## src/rtl/mcc_pkg.sv

```systemverilog
package mcc_pkg;

    localparam int OPW    = 6;
    localparam int FNW    = 6;
    localparam int NSTATE = 16;
    localparam int SW     = $clog2(NSTATE);

    typedef enum logic [SW-1:0] {
        ST_FETCH   = 4'd0,
        ST_DECODE  = 4'd1,
        ST_EXEC    = 4'd2,
        ST_WBR     = 4'd3,
        ST_WBI     = 4'd4,
        ST_ADDR    = 4'd5,
        ST_LOAD    = 4'd6,
        ST_MDR2C   = 4'd7,
        ST_COPYMDR = 4'd8,
        ST_STORE   = 4'd9,
        ST_BRANCH  = 4'd10,
        ST_BTAKEN  = 4'd11,
        ST_JR      = 4'd12,
        ST_SAVEPC  = 4'd13,
        ST_WBLINK  = 4'd14,
        ST_JALR    = 4'd15
    } state_e;

    localparam logic [OPW-1:0] OP_RTYPE = 6'b000000;
    localparam logic [OPW-1:0] OP_ADDI  = 6'b001011;
    localparam logic [OPW-1:0] OP_SEQI  = 6'b011010;
    localparam logic [OPW-1:0] OP_SGRI  = 6'b011001;
    localparam logic [OPW-1:0] OP_LW    = 6'b100011;
    localparam logic [OPW-1:0] OP_SW    = 6'b101011;
    localparam logic [OPW-1:0] OP_BEQZ  = 6'b000100;
    localparam logic [OPW-1:0] OP_BNEZ  = 6'b000101;
    localparam logic [OPW-1:0] OP_JR    = 6'b010110;
    localparam logic [OPW-1:0] OP_JALR  = 6'b010111;

    localparam logic [FNW-1:0] FN_ADD   = 6'b100011;
    localparam logic [FNW-1:0] FN_SGR   = 6'b101011;
    localparam logic [FNW-1:0] FN_SLLI  = 6'b000000;
    localparam logic [FNW-1:0] FN_SRLI  = 6'b000010;

    typedef enum logic [2:0] {
        ALU_ADD = 3'd0,
        ALU_EQ  = 3'd1,
        ALU_GT  = 3'd2,
        ALU_SLL = 3'd3,
        ALU_SRL = 3'd4
    } alu_e;

    typedef enum logic {ASEL_A = 1'b0, ASEL_PC = 1'b1} asel_e;

    typedef enum logic [1:0] {
        BSEL_B = 2'd0, BSEL_IMM = 2'd1, BSEL_ZERO = 2'd2, BSEL_ONE = 2'd3
    } bsel_e;

    typedef enum logic [1:0] {
        CSRC_ALU = 2'd0, CSRC_MDR = 2'd1, CSRC_PC = 2'd2
    } csrc_e;

    typedef enum logic {MSRC_MEM = 1'b0, MSRC_B = 1'b1} msrc_e;

    typedef enum logic [1:0] {
        DST_ITYPE = 2'd0, DST_RTYPE = 2'd1, DST_LINK = 2'd2
    } dst_e;

    typedef enum logic [3:0] {
        K_BAD, K_REG, K_IMM, K_LOAD, K_STORE, K_BEQZ, K_BNEZ, K_JR, K_JALR
    } kind_e;

    typedef struct packed {
        kind_e kind;
        alu_e  fn;
    } insn_t;

    typedef struct packed {
        logic    ir_ce;
        logic    pc_ce;
        logic    ab_ce;
        logic    c_ce;
        logic    mar_ce;
        logic    mdr_ce;
        logic    mem_rd;
        logic    mem_wr;
        logic    gpr_we;
        dst_e    dst;
        asel_e   a;
        bsel_e   b;
        alu_e    fn;
        csrc_e   c_src;
        msrc_e   mdr_src;
    } ctrl_t;

    function automatic logic is_shift(alu_e f);
        return (f == ALU_SLL) || (f == ALU_SRL);
    endfunction

endpackage

```

## src/rtl/mcc_decode.sv

```systemverilog
module mcc_decode
    import mcc_pkg::*;
(
    input  logic [OPW-1:0] opcode,
    input  logic [FNW-1:0] func,
    output insn_t          insn
);
    always_comb begin
        insn.kind = K_BAD;
        insn.fn   = ALU_ADD;
        unique case (opcode)
            OP_RTYPE: begin
                unique case (func)
                    FN_ADD:  begin insn.kind = K_REG; insn.fn = ALU_ADD; end
                    FN_SGR:  begin insn.kind = K_REG; insn.fn = ALU_GT;  end
                    FN_SLLI: begin insn.kind = K_REG; insn.fn = ALU_SLL; end
                    FN_SRLI: begin insn.kind = K_REG; insn.fn = ALU_SRL; end
                    default: insn.kind = K_BAD;
                endcase
            end
            OP_ADDI: begin insn.kind = K_IMM; insn.fn = ALU_ADD; end
            OP_SEQI: begin insn.kind = K_IMM; insn.fn = ALU_EQ;  end
            OP_SGRI: begin insn.kind = K_IMM; insn.fn = ALU_GT;  end
            OP_LW:   insn.kind = K_LOAD;
            OP_SW:   insn.kind = K_STORE;
            OP_BEQZ: insn.kind = K_BEQZ;
            OP_BNEZ: insn.kind = K_BNEZ;
            OP_JR:   insn.kind = K_JR;
            OP_JALR: insn.kind = K_JALR;
            default: insn.kind = K_BAD;
        endcase
    end
endmodule

```

## src/rtl/mcc_next.sv

```systemverilog
module mcc_next
    import mcc_pkg::*;
(
    input  state_e cur,
    input  kind_e  kind,
    input  logic   mem_busy,
    input  logic   test_true,
    output state_e nxt
);
    logic taken;
    assign taken = (kind == K_BEQZ) ? test_true : !test_true;

    always_comb begin
        nxt = ST_FETCH;
        unique case (cur)
            ST_FETCH:   nxt = mem_busy ? ST_FETCH : ST_DECODE;
            ST_DECODE: begin
                unique case (kind)
                    K_REG, K_IMM:     nxt = ST_EXEC;
                    K_LOAD, K_STORE:  nxt = ST_ADDR;
                    K_BEQZ, K_BNEZ:   nxt = ST_BRANCH;
                    K_JR:             nxt = ST_JR;
                    K_JALR:           nxt = ST_SAVEPC;
                    default:          nxt = ST_FETCH;
                endcase
            end
            ST_EXEC:    nxt = (kind == K_IMM) ? ST_WBI : ST_WBR;
            ST_ADDR:    nxt = (kind == K_LOAD) ? ST_LOAD : ST_COPYMDR;
            ST_LOAD:    nxt = mem_busy ? ST_LOAD : ST_MDR2C;
            ST_MDR2C:   nxt = ST_WBI;
            ST_COPYMDR: nxt = ST_STORE;
            ST_STORE:   nxt = mem_busy ? ST_STORE : ST_FETCH;
            ST_BRANCH:  nxt = taken ? ST_BTAKEN : ST_FETCH;
            ST_SAVEPC:  nxt = ST_WBLINK;
            ST_WBLINK:  nxt = ST_JALR;
            default:    nxt = ST_FETCH;
        endcase
    end
endmodule

```

## src/rtl/mcc_outgen.sv

```systemverilog
module mcc_outgen
    import mcc_pkg::*;
(
    input  logic   rst,
    input  state_e state,
    input  insn_t  insn,
    input  logic   mem_busy,
    output ctrl_t  ctl
);
    always_comb begin
        ctl = '0;
        if (!rst) begin
            unique case (state)
                ST_FETCH: begin
                    ctl.mem_rd = 1'b1;
                    ctl.ir_ce  = !mem_busy;
                end
                ST_DECODE: begin
                    ctl.ab_ce = 1'b1;
                    ctl.pc_ce = 1'b1;
                    ctl.a     = ASEL_PC;
                    ctl.b     = BSEL_ONE;
                    ctl.fn    = ALU_ADD;
                end
                ST_EXEC: begin
                    ctl.c_ce  = 1'b1;
                    ctl.c_src = CSRC_ALU;
                    ctl.a     = ASEL_A;
                    ctl.fn    = insn.fn;
                    if (insn.kind == K_IMM)      ctl.b = BSEL_IMM;
                    else if (is_shift(insn.fn))  ctl.b = BSEL_ONE;
                    else                         ctl.b = BSEL_B;
                end
                ST_WBR: begin
                    ctl.gpr_we = 1'b1;
                    ctl.dst    = DST_RTYPE;
                end
                ST_WBI: begin
                    ctl.gpr_we = 1'b1;
                    ctl.dst    = DST_ITYPE;
                end
                ST_ADDR: begin
                    ctl.mar_ce = 1'b1;
                    ctl.a      = ASEL_A;
                    ctl.b      = BSEL_IMM;
                    ctl.fn     = ALU_ADD;
                end
                ST_LOAD: begin
                    ctl.mem_rd  = 1'b1;
                    ctl.mdr_ce  = !mem_busy;
                    ctl.mdr_src = MSRC_MEM;
                end
                ST_MDR2C: begin
                    ctl.c_ce  = 1'b1;
                    ctl.c_src = CSRC_MDR;
                end
                ST_COPYMDR: begin
                    ctl.mdr_ce  = 1'b1;
                    ctl.mdr_src = MSRC_B;
                end
                ST_STORE: ctl.mem_wr = 1'b1;
                ST_BRANCH: begin
                    ctl.a  = ASEL_A;
                    ctl.b  = BSEL_ZERO;
                    ctl.fn = ALU_EQ;
                end
                ST_BTAKEN: begin
                    ctl.pc_ce = 1'b1;
                    ctl.a     = ASEL_PC;
                    ctl.b     = BSEL_IMM;
                    ctl.fn    = ALU_ADD;
                end
                ST_JR, ST_JALR: begin
                    ctl.pc_ce = 1'b1;
                    ctl.a     = ASEL_A;
                    ctl.b     = BSEL_ZERO;
                    ctl.fn    = ALU_ADD;
                end
                ST_SAVEPC: begin
                    ctl.c_ce  = 1'b1;
                    ctl.c_src = CSRC_PC;
                end
                ST_WBLINK: begin
                    ctl.gpr_we = 1'b1;
                    ctl.dst    = DST_LINK;
                end
                default: ctl = '0;
            endcase
        end
    end
endmodule

```

## src/rtl/mcc_ctrl.sv

```systemverilog
module mcc_ctrl
    import mcc_pkg::*;
(
    input  logic              clk,
    input  logic              rst,
    input  logic [OPW-1:0]    opcode,
    input  logic [FNW-1:0]    func,
    input  logic              mem_busy,
    input  logic              test_true,
    output logic [NSTATE-1:0] state_oh,
    output logic              ir_ce,
    output logic              pc_ce,
    output logic              ab_ce,
    output logic              c_ce,
    output logic              mar_ce,
    output logic              mdr_ce,
    output logic              mem_rd,
    output logic              mem_wr,
    output logic              gpr_we,
    output logic [1:0]        dst_sel,
    output logic              a_sel,
    output logic [1:0]        b_sel,
    output logic [2:0]        alu_fn,
    output logic [1:0]        c_src,
    output logic              mdr_src
);
    state_e state_q, state_d;
    insn_t  insn;
    ctrl_t  ctl;

    mcc_decode u_decode (
        .opcode (opcode),
        .func   (func),
        .insn   (insn)
    );

    mcc_next u_next (
        .cur       (state_q),
        .kind      (insn.kind),
        .mem_busy  (mem_busy),
        .test_true (test_true),
        .nxt       (state_d)
    );

    mcc_outgen u_outgen (
        .rst      (rst),
        .state    (state_q),
        .insn     (insn),
        .mem_busy (mem_busy),
        .ctl      (ctl)
    );

    always_ff @(posedge clk) begin
        if (rst) state_q <= ST_FETCH;
        else     state_q <= state_d;
    end

    for (genvar i = 0; i < NSTATE; i++) begin : g_onehot
        assign state_oh[i] = (state_q == state_e'(i));
    end

    assign ir_ce   = ctl.ir_ce;
    assign pc_ce   = ctl.pc_ce;
    assign ab_ce   = ctl.ab_ce;
    assign c_ce    = ctl.c_ce;
    assign mar_ce  = ctl.mar_ce;
    assign mdr_ce  = ctl.mdr_ce;
    assign mem_rd  = ctl.mem_rd;
    assign mem_wr  = ctl.mem_wr;
    assign gpr_we  = ctl.gpr_we;
    assign dst_sel = ctl.dst;
    assign a_sel   = ctl.a;
    assign b_sel   = ctl.b;
    assign alu_fn  = ctl.fn;
    assign c_src   = ctl.c_src;
    assign mdr_src = ctl.mdr_src;

    AST_ONE_STATE: assert property (@(posedge clk) disable iff (rst)
        $countones(state_oh) == 1);
    AST_RW_EXCL: assert property (@(posedge clk) disable iff (rst)
        !(mem_rd && mem_wr));
    AST_WE_IN_WB: assert property (@(posedge clk) disable iff (rst)
        gpr_we |-> (state_oh[ST_WBI] || state_oh[ST_WBR] || state_oh[ST_WBLINK]));
    AST_FETCH_WAIT: assert property (@(posedge clk) disable iff (rst)
        (state_q == ST_FETCH && mem_busy) |=> state_q == ST_FETCH);
    AST_IR_ON_DONE: assert property (@(posedge clk) disable iff (rst)
        ir_ce |-> (mem_rd && !mem_busy));
    AST_DECODE_ONCE: assert property (@(posedge clk) disable iff (rst)
        state_q == ST_DECODE |=> state_q != ST_DECODE);
    AST_LOAD_WAIT: assert property (@(posedge clk) disable iff (rst)
        (state_q == ST_LOAD && mem_busy) |=> state_q == ST_LOAD);
    AST_STORE_WAIT: assert property (@(posedge clk) disable iff (rst)
        (state_q == ST_STORE && mem_busy) |=> state_q == ST_STORE);
    AST_BRANCH_TAKEN: assert property (@(posedge clk) disable iff (rst)
        (state_q == ST_BRANCH && ((insn.kind == K_BEQZ) == test_true))
        |=> state_q == ST_BTAKEN);
    AST_BAD_RETURN: assert property (@(posedge clk) disable iff (rst)
        (state_q == ST_DECODE && insn.kind == K_BAD) |=> state_q == ST_FETCH);

endmodule

```

## config.mk

```make
export PLATFORM = sky130hd
export DESIGN_NAME = mcc_ctrl
export DESIGN_NICKNAME = d
export VERILOG_FILES = /design/src/rtl/mcc_pkg.sv /design/src/rtl/mcc_decode.sv /design/src/rtl/mcc_next.sv /design/src/rtl/mcc_outgen.sv /design/src/rtl/mcc_ctrl.sv
export SDC_FILE = /design/constraint.sdc
export NUM_CORES = 1
export LEC_CHECK = 0
export BUFFER_PORTS_ARGS = -buffer_cell sky130_fd_sc_hd__buf_2
export CORE_UTILIZATION = 40
export DETAILED_ROUTE_END_ITERATION = 10
export PLACE_DENSITY = 0.74
export SLEW_MARGIN = 20
export SYNTH_ARGS = -nofsm -noshare
export SYNTH_HDL_FRONTEND = slang
export SYNTH_SLANG_ARGS = --single-unit
```

## constraint.sdc

```tcl
create_clock -name clk -period 2.2 [get_ports clk]
set_input_delay 0.44 -clock clk [delete_from_list [all_inputs] [get_ports clk]]
set_output_delay 0.44 -clock clk [all_outputs]
set_load 0.03 [all_outputs]
```

==> results of run 1 <==
[Yosys cell counts, drive strengths merged, types with 2 or more instances]
library cell	count
nor4b	2
nand2	12
nor3	14
a22oi	5
dfxtp	4
o22a	2
ha	5
o21ai	6
nand4	2
a41oi	2
a21oi	10
xor2	3
inv	10
and3	2
and4bb	2
nor2	23
and2	2
buf	5
nand2b	5
nor2b	6
a211oi	2
clkbuf	8
a31oi	7
nand3	6
nor4	2
[logic make-up after synthesis]
kind of cell               after synthesis  synth area share, %
and+or+nand+nor                         83                 40.9
muxes                                    2                 1.98
xor gates and xnor gates                 4                 3.26
adders and majority gates                5                 5.81
DFF                                      4                 7.44
AOI/OAI and AO/OA                       45                 31.2
buffers and inverters                   23                 9.42
[critical path, stage by stage]
cell	delay, ns
buf_2	0.14
and4bb_1	0.23
nand2_2	0.10
o41a_1	0.17
o22a_1	0.17
ha_2	0.21
a31oi_2	0.09
a221oi_2	0.28
nor2_2	0.06
buf_6	0.14
[per-layer routing]
metal | part of all wire (%) | vias up | wire (µm) | GRT usage (%)
met4 | 0.62 | 0 | 24 | 11.4
met5 | 0 | - | 0 | 0
li1 | - | 769 | - | -
met2 | 53 | 78 | 2060 | 53.1
met3 | 6.7 | 4 | 262 | 1.13
met1 | 40 | 684 | 1560 | 30.7
[metrics by stage]
| step | setup TNS (ns) | std cells | power (mW) | area, µm² |
|---|---|---|---|---|
| floorplan | -0.424 | 166 | 0.200 | 1140 |
| global placement | -1.84 | 268 | 0.272 | 1630 |
| detailed placement | -1.99 | 268 | 0.275 | 1630 |
| CTS | -0.608 | 277 | 0.396 | 1830 |
| global route | -1.43 | 275 | 0.422 | 1850 |
| finish | -0.710 | 275 | 0.403 | 1850 |
[power by group through the flow]
stage,logic (mW),registers [mW],clock network [mW]
global route,0.244,0.0797,0.0987
finish,0.226,0.0794,0.0968
detailed placement,0.195,0.0802,0
global placement,0.192,0.0801,0
floorplan,0.121,0.0782,0
CTS,0.222,0.0795,0.0947
[cell type report]
class,instances,area (µm²)
Clock buffer,3,22.5
Fill cell,205,654
Inverter,10,40.0
Multi-Input combinational cell,139,1060
Sequential cell,4,82.6
Tap cell,30,37.5
Timing Repair Buffer,89,599
[final timing paths]
kind                                             from                    end  slack (ns)  cells past startpoint
worst min register to register  state_q[2]$_SDFF_PP0_  state_q[2]$_SDFF_PP0_        0.72                      3
worst max-delay path                        opcode[0]               b_sel[1]       -0.27                     10
worst min-delay path                        test_true  state_q[3]$_SDFF_PP0_        0.70                      4
worst max register to register  state_q[1]$_SDFF_PP0_  state_q[1]$_SDFF_PP0_        0.54                      6
[what timing repair did]
item	4_1_cts	5_1_grt
endpoints found under the setup margin	7	12
resized for setup	35	8
setup buffers	7	3
pin swaps	12	9
==> flow_summary.yaml, run 1 <==
placement:
  place_hpwl_um: 2700
  place_congestion: 0.829
  port_buffers: 51
  place_ws_ns: -0.396
routing:
  wirelength_um: 3900
  vias_per_cell: 5.58
  drtAntennaViolNets: 0
  vias: 1535
  wl_per_cell_um: 14.2
  drc: 0
  drtIter0Drc: 40
  first_pass_iters: 4
worst_setup_path:
  cp-start-kind: "input pin"
  crit_required_ns: 1.76
  cp-end-kind: "primary output"
  cp.arrival_ns: 2.03
  worstPathMaxFanout: 7
  crit_type: "input pin to primary output"
clocking:
  cts_hold_buf: 0
  h-tree-depth: 1
  clkLatencyLatePin_ns: 0.24
  root_buffer: "clkbuf_4"
  cts_max_path_buffers: 2
  clkSinkCount: 4
  cts_made_buffers: 3
  cts_tree: "done"
  clkTransAtPathRegs_ns: 0.04
yosys:
  netlist_area_um2: 1080
  synth_flop_cell: "dfxtp_1"
  yosys.area.top_type_share_pct: 8.02
  synth_area_leaders: "nor2_1, dfxtp_1, nor3_1"
  synth_edf_count: 0
  ys_types: 51
  syn-instance-count: 166
  synth_top_area_cell: "nor2_1"
  syn_nets: 187
  synth-async-reset-ratio_pct: 0
  syn_area_per_cell_um2: 6.48
  ys_seq_area_share_pct: 7.44
  ys_ff_latch: 4
  yosys_warnings: 0
floorplanning:
  core_area_um2: 2500
  fp.dieW_um: 53.9
  row_count: 18
  die_y_um: 53.9
  start_util_pct: 43.0
  io_pins: 52
  dieArea_um2: 2900
sta:
  drv_slew: 0
  rsz0062_at_grt: "yes"
  timing.slew.headroom_pct: 71.2
  worst_pin_slew_ns: 0.431
  whs_ns: 0.696
  period_share_pct: 112
  fin_crit_ns: 2.47
  layout_setup_ws_ns: -0.269
  fmax_ghz: 0.405
  finalHoldViolCount: 0
  skew_ns: 0.000842
  finalSetupViolCount: 5
pwr:
  p_seq_share_pct: 19.7
  max-vdd-ir-drop_mv: 0.173
  p_int_uw: 237
  power.switching_uw: 165
  combPwrFrac_pct: 56.2
  total_leakage_power_nw: 0.849
  p_clk_share_pct: 24.0
  switching_share_pct: 41.1
  power_density_nw_per_um2: 218
layout:
  num_antenna_cells: 0
  final_common_cell: "buf_2"
  drive_gt1_share_pct: 53.9
  reg_top3: "state_q (4)"
  fin_nets: 268
  largest_reg_flops: 4
  syn2layout_area_growth_pct: 71.5
  final_cell_mix: "buf_2, buf_4, nor2_1"
  finish.utilization_pct: 73.8
  largest-register: "state_q"
worst_hold_path:
  hold_path.class: "input pin to flop"
global_routing:
  antenna_found_initial: 0
  grt_pass1_wl_um: 6000
  grt_max_degree: 20
  grt_pass1_vias: 1433
  grt.overflow.total: 0
  grtUsageTotal_pct: 27.5
run_status:
  violations: "setup timing"
  status: "complete, but fails checks"
run:
  max_cap_violations: 0
(Power assumes the default switching activity.)
==> run 2: changes to the inputs <==
- PLACE_DENSITY: 0.74 -> 0.78
==> run 2 against run 1 <==
  * The run still ends with setup timing left
  * Global-route usage grew 0.78 points
  * Power shrank 0.82%
  * Clock-buffer cell count is the same
  * Critical endpoint is now b_sel[0]
  * Combinational power grew 4%
  * Register-to-register slack is essentially flat
  * Non-clock buffer count grew 2
==> flow_summary.yaml, run 2 (synthesis results as in run 1) <==
sta:
  layout_setup_ws_ns: -0.259
  skew_ns: 0.00175
  drv_slew: 0
  finalSetupViolCount: 6
  worst_pin_slew_ns: 0.482
  fin_tns_setup_ns: -0.790
  rsz0062_at_grt: "yes"
  fmax_ghz: 0.407
  finalHoldViolCount: 0
  fin_crit_ns: 2.46
  period_share_pct: 112
  timing.slew.headroom_pct: 67.9
worst_hold_path:
  min_path_cells: 4
  hold_path.class: "input pin to flop"
layout:
  finish.utilization_pct: 76.0
  largest_reg_flops: 4
  final_cell_mix: "buf_4, buf_2, nor2_1"
  fin_nets: 270
  num_antenna_cells: 0
  syn2layout_area_growth_pct: 76.6
  drive_gt1_share_pct: 54.3
  final_common_cell: "buf_4"
  fillers: 208
  largest-register: "state_q"
  reg_top3: "state_q (4)"
  instances_no_fill: 277
clocking:
  cts_max_path_buffers: 2
  clkLatencyLatePin_ns: 0.23
  clkSinkCount: 4
  cts_tree: "done"
  cts_made_buffers: 3
  root_buffer: "clkbuf_4"
  clkTransAtPathRegs_ns: 0.03
  h-tree-depth: 1
  cts_hold_buf: 0
routing:
  wirelength_um: 4060
  drtAntennaViolNets: 0
  drtIter0Drc: 27
  wl_per_cell_um: 14.6
  first_pass_iters: 5
  vias: 1565
  drc: 0
  vias_per_cell: 5.65
floorplanning:
  row_count: 18
  start_util_pct: 43.0
  io_pins: 52
  dieArea_um2: 2900
  core_area_um2: 2500
  die_y_um: 53.9
  fp.dieW_um: 53.9
global_routing:
  grt_pass1_vias: 1423
  grt_pass1_wl_um: 6110
  grt.overflow.total: 0
  grtUsageTotal_pct: 28.3
  grt_max_degree: 20
  antenna_found_initial: 0
worst_setup_path:
  crit_required_ns: 1.76
  worst_r2r_path_depth: 6
  cp.arrival_ns: 2.02
  cp-end-kind: "primary output"
  crit_chain: "buf_8 > and4bb_1 > nand2_2 > o41a_1 > o22a_1 > ha_4 > and3_4 > o21ai_4 > a21oi_4 > buf_6"
  worstPathMaxFanout: 5
  slowest_delay_ns: 0.31
  cp-start-kind: "input pin"
  crit_type: "input pin to primary output"
  cp_slowest_cell: "and4bb_1"
run_status:
  violations: "setup timing"
  status: "complete, but fails checks"
pwr:
  max-vdd-ir-drop_mv: 0.208
  power_uw: 399
  power_density_nw_per_um2: 210
  total_leakage_power_nw: 0.873
placement:
  port_buffers: 51
  place_congestion: 0.835
  place_inst: 269
  place_hpwl_um: 2800
  place_ws_ns: -0.372
run:
  max_cap_violations: 0
[run 2: what timing repair did]
| item | in CTS | in global routing |
|---|---|---|
| setup buffers | 4 | 3 |
| pin swaps | 13 | 6 |
| gates resized for setup | 37 | 17 |
| endpoints found under the setup margin | 6 | 11 |
| gates cloned | 0 | 0 |
[run 2: stage by stage]
stage / area, µm² / hold slack, ns
floorplan: 1140 / 0.691
CTS: 1810 / 0.673
detailed placement: 1620 / 0.733
global placement: 1620 / 0.722
global route: 1900 / 0.700
finish: 1900 / 0.676
[run 2: cell type report]
class,count,area [µm²],share of cell area [%]
Timing Repair Buffer,91,631,33.2
Clock buffer,3,22.5,1.18
Inverter,10,37.5,1.97
Sequential cell,4,85.1,4.48
Multi-Input combinational cell,139,1090,57.2
Tap cell,30,37.5,1.97
[run 2: final timing paths]
kind | from | to | slack (ns)
worst max register to register | state_q[2]$_SDFF_PP0_ | state_q[1]$_SDFF_PP0_ | 0.54
worst min register to register | state_q[2]$_SDFF_PP0_ | state_q[2]$_SDFF_PP0_ | 0.73
worst min-delay path | test_true | state_q[3]$_SDFF_PP0_ | 0.68
worst max-delay path | opcode[2] | b_sel[0] | -0.26
[run 2: routing by layer]
metal	vias up	global-route usage [%]	wire, µm
li1	778	-	-
met1	716	30.1	1540
met2	65	57.0	2210
met3	6	3.11	244
met4	0	7.46	59
met5	-	0	0
[run 2: report_power, final]
part / internal, mW / switching [mW]
clock network: 0.0608 / 0.0273
logic: 0.105 / 0.130
registers: 0.0742 / 0.00217
total: 0.240 / 0.159
[run 2: critical path: cells and delay by family]
kind / cells / cell delay (ns)
AO/OA/AOI/OAI: 4 / 0.59
AND/OR/NAND/NOR: 3 / 0.56
buffers and inverters: 2 / 0.24
adder cells (fa/ha/maj): 1 / 0.18
==> run 3: changes to the inputs <==
- PLACE_DENSITY: 0.78 -> 0.75
- clock period: 2.2 -> 2.63 ns (I/O delays scaled with it)
==> run 3 against run 2 <==
  * The run still ends with setup timing left
  * Critical path type unchanged
  * Sequential power decreased by 13%
  * Worst hold slack gained 0.039 ns
  * Power is 24% lower
  * Clock-buffer cell count unchanged
  * Core utilization is 11 points lower
  * Critical path depth unchanged
  * First-iteration DRC count up 37%
  * Wire length is 20% lower
  * Combinational power decreased by 31%
  * Register-to-register slack gained 0.33 ns
==> flow_summary.yaml, run 3 (synthesis results as in run 1) <==
global_routing:
  grt_max_degree: 20
  grt_busiest_layer: "met2"
  antenna_found_initial: 0
  grt_pass1_wl_um: 4980
  globalRouteMet2Util_pct: 46.9
  grt_use_met1_pct: 24.9
  grt_pass1_vias: 1213
  grt_util_met3_pct: 1.98
  grtUsageTotal_pct: 22.7
  grt.overflow.total: 0
layout:
  drive_gt1_share_pct: 44.0
  fillers: 238
  largest-register: "state_q"
  num_antenna_cells: 0
  syn2layout_area_growth_pct: 51.3
  final_cell_mix: "buf_2, buf_4, nor2_1"
  instances_no_fill: 262
  largest_reg_flops: 4
  reg_top3: "state_q (4)"
  register_area_um2: 80.1
  final_common_cell: "buf_2"
  multiInputGateArea_um2: 977
  fin_nets: 255
clocking:
  cts_tree: "done"
  root_buffer: "clkbuf_4"
  clkLatencyLatePin_ns: 0.23
  cts_max_path_buffers: 2
  cts_made_buffers: 3
  h-tree-depth: 1
  clkTransAtPathRegs_ns: 0.04
  cts_hold_buf: 0
  clkSinkCount: 4
placement:
  place_congestion: 0.863
  port_buffers: 51
  place_hpwl_um: 2510
  place_inst: 256
routing:
  drtAntennaViolNets: 0
  first_pass_iters: 4
  wirelength_um: 3250
  wl_per_cell_um: 12.4
  drc: 0
  vias: 1467
  drtIter0Drc: 37
  vias_per_cell: 5.60
run:
  max_cap_violations: 0
pwr:
  power_density_nw_per_um2: 187
  max-vdd-ir-drop_mv: 0.128
  total_leakage_power_nw: 0.769
sta:
  period_share_pct: 102
  layout_setup_ws_ns: -0.0472
  rsz0062_at_grt: "yes"
  skew_ns: 0.00472
  worst_pin_slew_ns: 0.358
  finalSetupViolCount: 1
  fin_crit_ns: 2.68
  fin_tns_setup_ns: -0.0472
  finalHoldViolCount: 0
  drv_slew: 0
  timing.slew.headroom_pct: 76.1
  fmax_ghz: 0.374
worst_setup_path:
  cp_num_buf_inv: 3
  slowest_delay_ns: 0.31
  crit_chain: "buf_6 > and4bb_1 > nand2_2 > buf_4 > o22ai_2 > ha_4 > a31oi_4 > a221oi_2 > nor2_2 > buf_6"
  crit_required_ns: 2.10
  cp.arrival_ns: 2.15
  cp-end-kind: "primary output"
  cp-start-kind: "input pin"
  cp_slowest_cell: "and4bb_1"
  path_delay_family: "compound AO/OA/AOI/OAI gates"
  worstPathMaxFanout: 6
  crit_type: "input pin to primary output"
  crit_top_cell: "buf_6"
run_status:
  violations: "setup timing"
  status: "complete, but fails checks"
floorplanning:
  dieArea_um2: 2900
  fp.dieW_um: 53.9
  core_area_um2: 2500
  die_y_um: 53.9
  io_pins: 52
  row_count: 18
  start_util_pct: 43.0
worst_hold_path:
  hold_path.class: "flop to flop"
-- run 3: worst min-delay path: stages (launching register included) --
cell and delay (ns):
dfxtp_1 0.29, buf_4 0.19, o311ai_2 0.09, a31oi_1 0.08
-- run 3: timing repair --
| item | in CTS | in global routing |
|---|---|---|
| endpoints found under the setup margin | 2 | 4 |
| buffers inserted | 2 | 1 |
| pin swaps | 7 | 8 |
| resized for setup | 12 | 12 |
-- run 3: metal layers --
metal	routed length, µm	vias to the layer above
met2	1650	56
met5	0	-
met1	1390	672
li1	-	739
met3	211	0
met4	0	0
-- run 3: worst paths after layout --
kind / startpoint / to / slack [ns] / cells after the start
max reg2reg: state_q[0]$_SDFF_PP0_ / state_q[1]$_SDFF_PP0_ / 0.87 / 6
min reg2reg: state_q[2]$_SDFF_PP0_ / state_q[2]$_SDFF_PP0_ / 0.71 / 3
min: state_q[2]$_SDFF_PP0_ / state_q[2]$_SDFF_PP0_ / 0.71 / 3
max: opcode[2] / b_sel[1] / -0.05 / 10
-- run 3: final cells by class --
cell class,count,area share [%]
multi-input cells,139,60.0
repair buffers,76,29.1
flip-flops and latches,4,4.92
inverters,10,2.31
well taps,30,2.31
clock buffers,3,1.38
-- run 3: metrics by stage --
| stage | hold WS, ns | util (%) | total power, mW | cell area (µm²) | setup slack [ns] |
|---|---|---|---|---|---|
| 2_1_floorplan | 0.691 | - | 0.164 | 1110 | -0.0282 |
| 3_3_place_gp | 0.713 | 59.6 | 0.213 | 1490 | -0.0725 |
| 3_5_place_dp | 0.707 | 59.6 | 0.216 | 1490 | -0.142 |
| 4_1_cts | 0.711 | 63.0 | 0.297 | 1570 | 0.00718 |
| 5_1_grt | 0.763 | 65.1 | 0.321 | 1630 | -0.0955 |
| 6_report | 0.715 | 65.1 | 0.304 | 1630 | -0.0472 |
-- run 3: power by group --
part           leakage [nW]  switching, mW  internal, mW
Clock                0.0138         0.0236        0.0509
Sequential           0.0325        0.00350        0.0629
Combinational         0.723         0.0944        0.0684
